<file path="src/rtl/sram_exp_pkg.sv">
package sram_exp_pkg;
    typedef enum logic [1:0] {
        ST_IDLE = 2'd0,
        ST_WAIT = 2'd1,
        ST_ACK  = 2'd2
    } ctrl_state_t;

    function automatic int calc_wait_clks(input int access_ps, input int period_ps);
        int n;
        n = (access_ps + period_ps - 1) / period_ps;
        return (n < 1) ? 1 : n;
    endfunction
endpackage

</file>
<file path="src/rtl/bus_sync.sv">
module bus_sync #(
    parameter int          WIDTH   = 7,
    parameter logic [WIDTH-1:0] RST_VAL = '1
) (
    input  logic             clk,
    input  logic             rst_n,
    input  logic [WIDTH-1:0] d_async,
    output logic [WIDTH-1:0] q_sync
);
    logic [WIDTH-1:0] stage1;

    for (genvar i = 0; i < WIDTH; i++) begin : g_bit
        always_ff @(posedge clk or negedge rst_n) begin
            if (!rst_n) begin
                stage1[i] <= RST_VAL[i];
                q_sync[i] <= RST_VAL[i];
            end else begin
                stage1[i] <= d_async[i];
                q_sync[i] <= stage1[i];
            end
        end
    end
endmodule

</file>
<file path="src/rtl/window_decode.sv">
module window_decode #(
    parameter bit USE_FC = 1'b0
) (
    input  logic       a19,
    input  logic       a18,
    input  logic [1:0] fc,
    output logic       in_window
);
    logic fc_ok;
    assign fc_ok     = USE_FC ? (fc[0] ^ fc[1]) : 1'b1;
    assign in_window = (a19 ^ a18) & fc_ok;
endmodule

</file>
<file path="src/rtl/sram_exp_ctrl.sv">
module sram_exp_ctrl
    import sram_exp_pkg::*;
#(
    parameter int ACCESS_PS     = 50000,
    parameter int CLK_PERIOD_PS = 4000,
    parameter bit USE_FC        = 1'b0
) (
    input  logic        clk,
    input  logic        rst_n,
    input  logic [19:0] bus_addr,
    input  logic        bus_as_n,
    input  logic        bus_ds_n,
    input  logic        bus_rw,
    input  logic [1:0]  bus_fc,
    output logic [18:0] ram_addr,
    output logic        ram_cs_n,
    output logic        ram_oe_n,
    output logic        ram_we_n,
    output logic        ack_n,
    output logic        ack_oe,
    output logic        host_dis,
    output logic        host_dis_oe
);
    localparam int WAIT_CLKS = calc_wait_clks(ACCESS_PS, CLK_PERIOD_PS);
    localparam int CW        = $clog2(WAIT_CLKS + 1);
    localparam int SW        = 7;

    // synchronized copies of the asynchronous bus controls
    logic [SW-1:0] raw_bus, syn_bus;
    logic          a19_s, a18_s, rw_s, as_n_s, ds_n_s;
    logic [1:0]    fc_s;

    assign raw_bus = {bus_addr[19], bus_addr[18], bus_fc, bus_rw, bus_as_n, bus_ds_n};
    assign {a19_s, a18_s, fc_s, rw_s, as_n_s, ds_n_s} = syn_bus;

    bus_sync #(.WIDTH(SW), .RST_VAL('1)) u_sync (
        .clk     (clk),
        .rst_n   (rst_n),
        .d_async (raw_bus),
        .q_sync  (syn_bus)
    );

    // fast decode from raw pins drives the host-disable line
    logic win_raw, win_s;

    window_decode #(.USE_FC(USE_FC)) u_dec_raw (
        .a19       (bus_addr[19]),
        .a18       (bus_addr[18]),
        .fc        (bus_fc),
        .in_window (win_raw)
    );

    window_decode #(.USE_FC(USE_FC)) u_dec_syn (
        .a19       (a19_s),
        .a18       (a18_s),
        .fc        (fc_s),
        .in_window (win_s)
    );

    assign host_dis_oe = win_raw & ~bus_as_n;
    assign host_dis    = host_dis_oe;
    assign ram_addr    = bus_addr[18:0];

    logic claim_s;
    assign claim_s = win_s & ~as_n_s & ~ds_n_s;

    // state register and wait counter
    ctrl_state_t    state, state_nx;
    logic [CW-1:0]  wait_cnt, wait_cnt_nx;

    always_comb begin
        state_nx    = state;
        wait_cnt_nx = wait_cnt;
        unique case (state)
            ST_IDLE: begin
                if (claim_s) begin
                    state_nx    = ST_WAIT;
                    wait_cnt_nx = CW'(WAIT_CLKS - 1);
                end
            end
            ST_WAIT: begin
                if (as_n_s)              state_nx = ST_IDLE;
                else if (wait_cnt == '0) state_nx = ST_ACK;
                else                     wait_cnt_nx = wait_cnt - 1'b1;
            end
            ST_ACK: begin
                if (as_n_s) state_nx = ST_IDLE;
            end
            default: state_nx = ST_IDLE;
        endcase
    end

    always_ff @(posedge clk or negedge rst_n) begin
        if (!rst_n) begin
            state    <= ST_IDLE;
            wait_cnt <= '0;
        end else begin
            state    <= state_nx;
            wait_cnt <= wait_cnt_nx;
        end
    end

    // outputs from state
    always_comb begin
        ram_cs_n = 1'b1;
        ram_oe_n = 1'b1;
        ram_we_n = 1'b1;
        ack_n    = 1'b1;
        ack_oe   = 1'b0;
        unique case (state)
            ST_IDLE: ;
            ST_WAIT: begin
                ram_cs_n = 1'b0;
                ram_oe_n = ~rw_s;
                ram_we_n = rw_s;
                ack_oe   = 1'b1;
            end
            ST_ACK: begin
                ram_cs_n = 1'b0;
                ram_oe_n = ~rw_s;
                ram_we_n = rw_s;
                ack_oe   = 1'b1;
                ack_n    = 1'b0;
            end
            default: ;
        endcase
    end

    // checker: length of the current chip-select run, saturating
    logic [CW-1:0] cs_run;
    always_ff @(posedge clk or negedge rst_n) begin
        if (!rst_n)                        cs_run <= '0;
        else if (ram_cs_n)                 cs_run <= '0;
        else if (cs_run != CW'(WAIT_CLKS)) cs_run <= cs_run + 1'b1;
    end


    ack_after_wait_chk: assert property (@(posedge clk) disable iff (!rst_n)
        (ack_oe && !ack_n) |-> (cs_run >= CW'(WAIT_CLKS)));


    strobe_excl_chk: assert property (@(posedge clk) disable iff (!rst_n)
        !ram_cs_n |-> (ram_oe_n != ram_we_n));


    release_chk: assert property (@(posedge clk) disable iff (!rst_n)
        (as_n_s && state != ST_IDLE) |=> (ram_cs_n && !ack_oe));


    window_only_chk: assert property (@(posedge clk) disable iff (!rst_n)
        $fell(ram_cs_n) |-> $past(win_s));


    host_dis_as_chk: assert property (@(posedge clk) disable iff (!rst_n)
        host_dis_oe |-> !bus_as_n);


    ack_drive_chk: assert property (@(posedge clk) disable iff (!rst_n)
        !ram_cs_n |-> ack_oe);
endmodule

</file>
<file path="config.mk">
export PLATFORM = sky130hd
export DESIGN_NAME = sram_exp_ctrl
export DESIGN_NICKNAME = d
export VERILOG_FILES = /design/src/rtl/sram_exp_pkg.sv /design/src/rtl/bus_sync.sv /design/src/rtl/window_decode.sv /design/src/rtl/sram_exp_ctrl.sv
export SDC_FILE = /design/constraint.sdc
export NUM_CORES = 1
export LEC_CHECK = 0
export CELL_PAD_IN_SITES_DETAIL_PLACEMENT = 1
export CELL_PAD_IN_SITES_GLOBAL_PLACEMENT = 2
export CORE_ASPECT_RATIO = 0.6
export CORE_MARGIN = 2
export CORE_UTILIZATION = 22
export CTS_CLUSTER_DIAMETER = 40
export DETAILED_ROUTE_END_ITERATION = 10
export PLACE_DENSITY_LB_ADDON = 0.1
export SLEW_MARGIN = 20
export SYNTH_ARGS = -nofsm -noshare
export SYNTH_HDL_FRONTEND = slang
export SYNTH_SLANG_ARGS = --single-unit
</file>
<file path="constraint.sdc">
create_clock -name clk -period 2.6 [get_ports clk]
set_clock_uncertainty 0.05 [all_clocks]
set_input_delay 0.26 -clock clk [delete_from_list [all_inputs] [get_ports clk]]
set_output_delay 0.26 -clock clk [all_outputs]
set_load 0.02 [all_outputs]
</file>
==> out/qor.txt, run 1 <==
Setup WS post-layout - 0.5452 ns
Slew headroom - 54.15%
Pins Over Slew Limit - 0
CTS sink cnt - 16
minimum clock period - 2.055 ns
DR DRC count - 0
CTS H-tree depth - 1
Die X - 84.46 um
Skew-Pair Late Insertion Delay - 0.24 ns
Layout Nets - 105
max cap viols - 0
fill count - 421
Vias - 484
post-route ant nets - 0
sequential cell area fraction in the yosys report - 48.32%
die span in y - 52.28 um
Lkg Pwr - 0.3832 nW
n_diodes - 0
Min-Delay Path Class - reg -> reg
status - finished clean
GR Util All Layers - 7.511%
clock-pin slew on the worst setup and hold paths - 0.06 ns
initial core utilization - 23.09%
Post-synth top flop - dfstp_2
Detailed Routing Iterations Pass 1 - 4
worst-path maximum fanout - 4
max frequency - 486.7 MHz
async set-reset flop share out of synthesis - 100.0%
TNS Setup - 0 ns
Core ar. - 3701 um^2
GPL Wtd Cong - 0.6236
synth unique cells - 24
Synth Warn # - 0
pwr dens - 1131 nW/um^2
RSZ-0062 raised after global routing - false
Post-Syn Area - 854.6 um^2
syn nets - 106
Least-Margin Pin Slew - 0.6855 ns
endpoints failing hold - 0
hold depth - 0
r2r worst-path depth - 6
post-CTS setup buffers - 0
Post-CTS Hold Buffers - 0
EDFF count, synth - 0
DRT iter0 DRCs - 25
CP Launch Type - register
row cnt - 17
register bit total from synthesis - 16
grt ovf - 0
Root Buffer - clkbuf_8
Post-Layout Cell Count - 120
P&R area growth vs syn - 12.15%
Resize count post-CTS - 0
FF-to-FF setup slack - 0.76 ns
port bufs - 14
I/O pin cnt - 53
Vias/cell - 4.033
via count of the first global-routing pass - 518
worst vdd ir - 0.0004562 V
commonest cells after routing, fill and taps aside - clkdlybuf4s50_1 (14), dfstp_2 (10), inv_1 (7)
share of the clock period used by the worst path - 79.03%
largest net degree at the start of global routing - 17
CP Data Arrival Time - 1.74 ns
die area - 4415 um^2
total routed wirelength - 1384 um
pre-CTS setup slack - 0.6664 ns
CTS tree - done
CP endpoint kind - output port
initial antenna violation count - 0
commonest non-fill, non-tap cell in the layout - clkdlybuf4s50_1
final setup vio count - 0
final core utilization - 25.90%
average cell area after synthesis - 11.39 um^2
Avg WL per Cell - 11.53 um
placed instance count - 116
Max clock buf depth - 2
post-synthesis cell count - 75
post-DP HPWL - 1047 um
Worst Setup Path Type - reg -> out
CTS Buf Count - 3
Power, Total - 1.084 mW
layout cell share with drive strength beyond 1 - 23.29%
CP required - 2.29 ns
global-route wire length before repair - 2490 um
synthesized netlist by cell type, types with 2 or more instances:
master    count  area [um^2]
a21oi_1       3        15.01
ha_1          4        50.05
buf_4        20        150.1
nor3b_1       2        15.01
dfrtp_1       6        150.1
mux2i_1       3        30.03
a211oi_1      2        15.01
nand2b_1      2        12.51
dfstp_2      10        262.8
inv_1         7        26.28
xnor2_1       2        17.52
and3_1        2        12.51
path summary, 6_finish.rpt:
check,from,end
worst min register to register,u_sync.stage1[2],u_sync.q_sync[2]
worst min-delay path,u_sync.stage1[2],u_sync.q_sync[2]
worst max register to register,state[1],wait_cnt[3]
max in group asynchronous,rst_n,wait_cnt[0]
min in group asynchronous,rst_n,state[0]
worst max-delay path,state[1],ram_we_n
registers in the layout, indices dropped and copies added (netlist names):
name,flops
state,2
u_sync.q_sync,5
u_sync.stage1,5
wait_cnt,4
report_power, final:
| group | switching, mW | internal (mW) | leakage [nW] |
|---|---|---|---|
| clock network | 0.0785 | 0.134 | 0.0288 |
| registers | 0.0404 | 0.308 | 0.179 |
| logic | 0.282 | 0.241 | 0.176 |
| total | 0.401 | 0.683 | 0.383 |
kinds of logic after synthesis:
group / share of synthesized area [%]
compound gates: 9.370
buf+inv: 20.64
fa+ha+maj: 5.857
xor+xnor: 2.050
simple gates: 10.25
flops: 48.32
mux: 3.514
worst max-delay path, stage by stage (launching register included):
cell and delay (ns):
dfrtp_1 0.40, inv_1 0.10, ha_1 0.33, nand2b_1 0.08, clkdlybuf4s50_1 0.59
through the flow:
stage | instance area (um^2) | hold slack (ns)
after global placement | 903.4 | 0.2960
after detailed placement | 903.4 | 0.2995
after floorplan | 854.6 | -0.08559
after global routing | 958.4 | 0.3125
final | 958.4 | 0.3063
after CTS | 958.4 | 0.3089
layout make-up:
type | count | area [um^2] | area share [%]
multi-input combinational | 32 | 265.3 | 27.68
inverter | 7 | 26.28 | 2.742
clock buffer | 4 | 55.05 | 5.744
sequential | 16 | 412.9 | 43.08
timing repair buffer | 14 | 140.1 | 14.62
tap | 47 | 58.81 | 6.136
layer usage:
layer / track usage [%] / wire length [um] / part of all wire, % / vias up
li1: - / - / - / 227
met2: 10.45 / 477 / 34 / 19
met3: 3.780 / 115 / 8.3 / 16
met1: 9.588 / 746 / 54 / 222
met4: 3.704 / 44 / 3.2 / 0
met5: 0 / 0 / 0 / -
Power figures use the tool's default switching activity.
==> run 2: changes to the inputs <==
CORE_UTILIZATION = 20   (was 22)
clock period = 2.1 ns   (was 2.6 ns; I/O delays follow)
==> run 2 against run 1 <==
First-iteration DRC count fell by 20%. Die area up 9.4%. Sequential cell count stayed put. Final cell count is 12% higher. Total power up 26%. Register-to-register slack got worse by 0.53 ns. Sequential power increased by 25%. Clock-buffer cell count unchanged. Via count is 1.7% higher. Critical endpoint is now ack_oe.
==> out/qor.txt, run 2 (synthesized netlist as in run 1, its figures left out) <==
DR DRC count - 0
CTS Buf Count - 3
Vias - 492
Die X - 88.39 um
initial core utilization - 20.85%
grt ovf - 0
endpoints failing hold - 0
commonest cells after routing, fill and taps aside - clkdlybuf4s50_1 (11), dfstp_2 (10), inv_1 (7)
Power, Total - 1.363 mW
CTS sink cnt - 16
post-DP HPWL - 1154 um
worst-path maximum fanout - 4
max frequency - 502.9 MHz
RSZ-0062 raised after global routing - false
pwr dens - 1377 nW/um^2
status - finished clean
FF-to-FF setup slack - 0.23 ns
n_diodes - 0
Skew-Pair Late Insertion Delay - 0.25 ns
Least-Margin Pin Slew - 0.4304 ns
Avg WL per Cell - 11.74 um
Worst Setup Path Type - reg -> out
Detailed Routing Iterations Pass 1 - 3
GPL Wtd Cong - 0.6419
crit-path max cell delay - 0.62 ns
fill count - 478
CP Launch Type - register
row cnt - 18
post-route ant nets - 0
Buf+Inv Stages, Crit Path - 2
worst vdd ir - 0.0002649 V
CTS H-tree depth - 1
placed cell area - 927.1 um^2
Root Buffer - clkbuf_8
Vias/cell - 3.672
layout cell share with drive strength beyond 1 - 24.32%
Slew headroom - 71.31%
Pins Over Slew Limit - 0
delay-heaviest family, CP - buffers and inverters
Logic pwr share - 47.3%
sw frac - 38.35%
FF+latch area - 412.9 um^2
final core utilization - 24.15%
I/O pin cnt - 53
global-route wire length before repair - 2656 um
die area - 4829 um^2
minimum clock period - 1.988 ns
clock-pin slew on the worst setup and hold paths - 0.08 ns
DRT iter0 DRCs - 20
Layout Nets - 106
Internal Power - 0.8404 mW
Core ar. - 4099 um^2
CP endpoint kind - output port
initial antenna violation count - 0
Sequential Power Share - 31.8%
commonest non-fill, non-tap cell in the layout - clkdlybuf4s50_1
Worst path slowest cell - clkdlybuf4s50_1
die span in y - 54.64 um
final setup vio count - 0
P&R area growth vs syn - 15.81%
Final Cell Area - 989.7 um^2
TNS Setup - 0 ns
CP Data Arrival Time - 1.73 ns
total routed wirelength - 1573 um
largest net degree at the start of global routing - 17
Max clock buf depth - 2
via count of the first global-routing pass - 538
CTS tree - done
Min-Delay Path Class - in -> async
Lkg Pwr - 0.4053 nW
crit path cell chain - inv_1, ha_1, clkdlybuf4s50_1
max cap viols - 0
Multi-input gate area - 265.3 um^2
R2R Path Start - state[1]
CP required - 1.84 ns
GR Util All Layers - 7.705%
r2r worst-path depth - 6
worst r2r dst - wait_cnt[3]
largest registers - u_sync.q_sync x5, u_sync.stage1 x5, wait_cnt x4
port bufs - 14
switching power - 0.5228 mW
share of the clock period used by the worst path - 94.69%
clock share of power - 20.8%
-- run 2: power groups by stage --
stage	Clock, mW	Combinational (mW)	Sequential (mW)
final	0.284	0.645	0.434
after global routing	0.315	0.716	0.441
after CTS	0.297	0.662	0.434
after detailed placement	0	0.658	0.439
after global placement	0	0.661	0.438
after floorplan	0	0.498	0.424
-- run 2: metal layers --
| layer | up-vias | GRT usage [%] | routed length [um] |
|---|---|---|---|
| li1 | 229 | - | - |
| met1 | 222 | 10.32 | 806 |
| met2 | 27 | 9.398 | 573 |
| met3 | 14 | 4.374 | 139 |
| met4 | 0 | 4.293 | 54 |
| met5 | - | 0 | 0 |
-- run 2: repair_timing --
item	in CTS	in global routing
gates resized for setup	0	3
hold buffers	0	0
endpoints found under the setup margin	0	3
setup buffers	0	0
-- run 2: final cells by class --
| type | instances | area share (%) |
|---|---|---|
| flip-flops and latches | 16 | 41.72 |
| repair buffers | 15 | 15.68 |
| well taps | 60 | 7.585 |
| multi-input cells | 32 | 26.80 |
| clock buffers | 4 | 5.563 |
| inverters | 7 | 2.655 |
-- run 2: worst register-to-register path, delay by kind of cell, from the launching register on --
kind | cells | cell delay (ns)
compound gates | 3 | 0.74
fa+ha+maj | 1 | 0.33
buf+inv | 1 | 0.12
flops | 1 | 0.42
simple gates | 1 | 0.12
-- run 2: worst max path at each step --
stage	start	to	slack (ns)	cells past startpoint
global route	state[1]	ack_oe	0.02	3
global placement	state[1]	wait_cnt[3]	0.23	6
finish	state[1]	ack_oe	0.11	3
CTS	state[1]	ram_we_n	0.06	4
detailed placement	state[1]	wait_cnt[3]	0.25	6
floorplan	state[1]	wait_cnt[2]	0.60	6
-- run 2: stage by stage --
stage | hold WS (ns) | setup WS (ns) | cells
global placement | 0.2968 | 0.2307 | 130
CTS | 0.2317 | 0.05892 | 134
detailed placement | 0.2981 | 0.2545 | 130
finish | 0.2231 | 0.1115 | 134
global route | 0.2305 | 0.01882 | 134
floorplan | -0.1356 | 0.6034 | 75
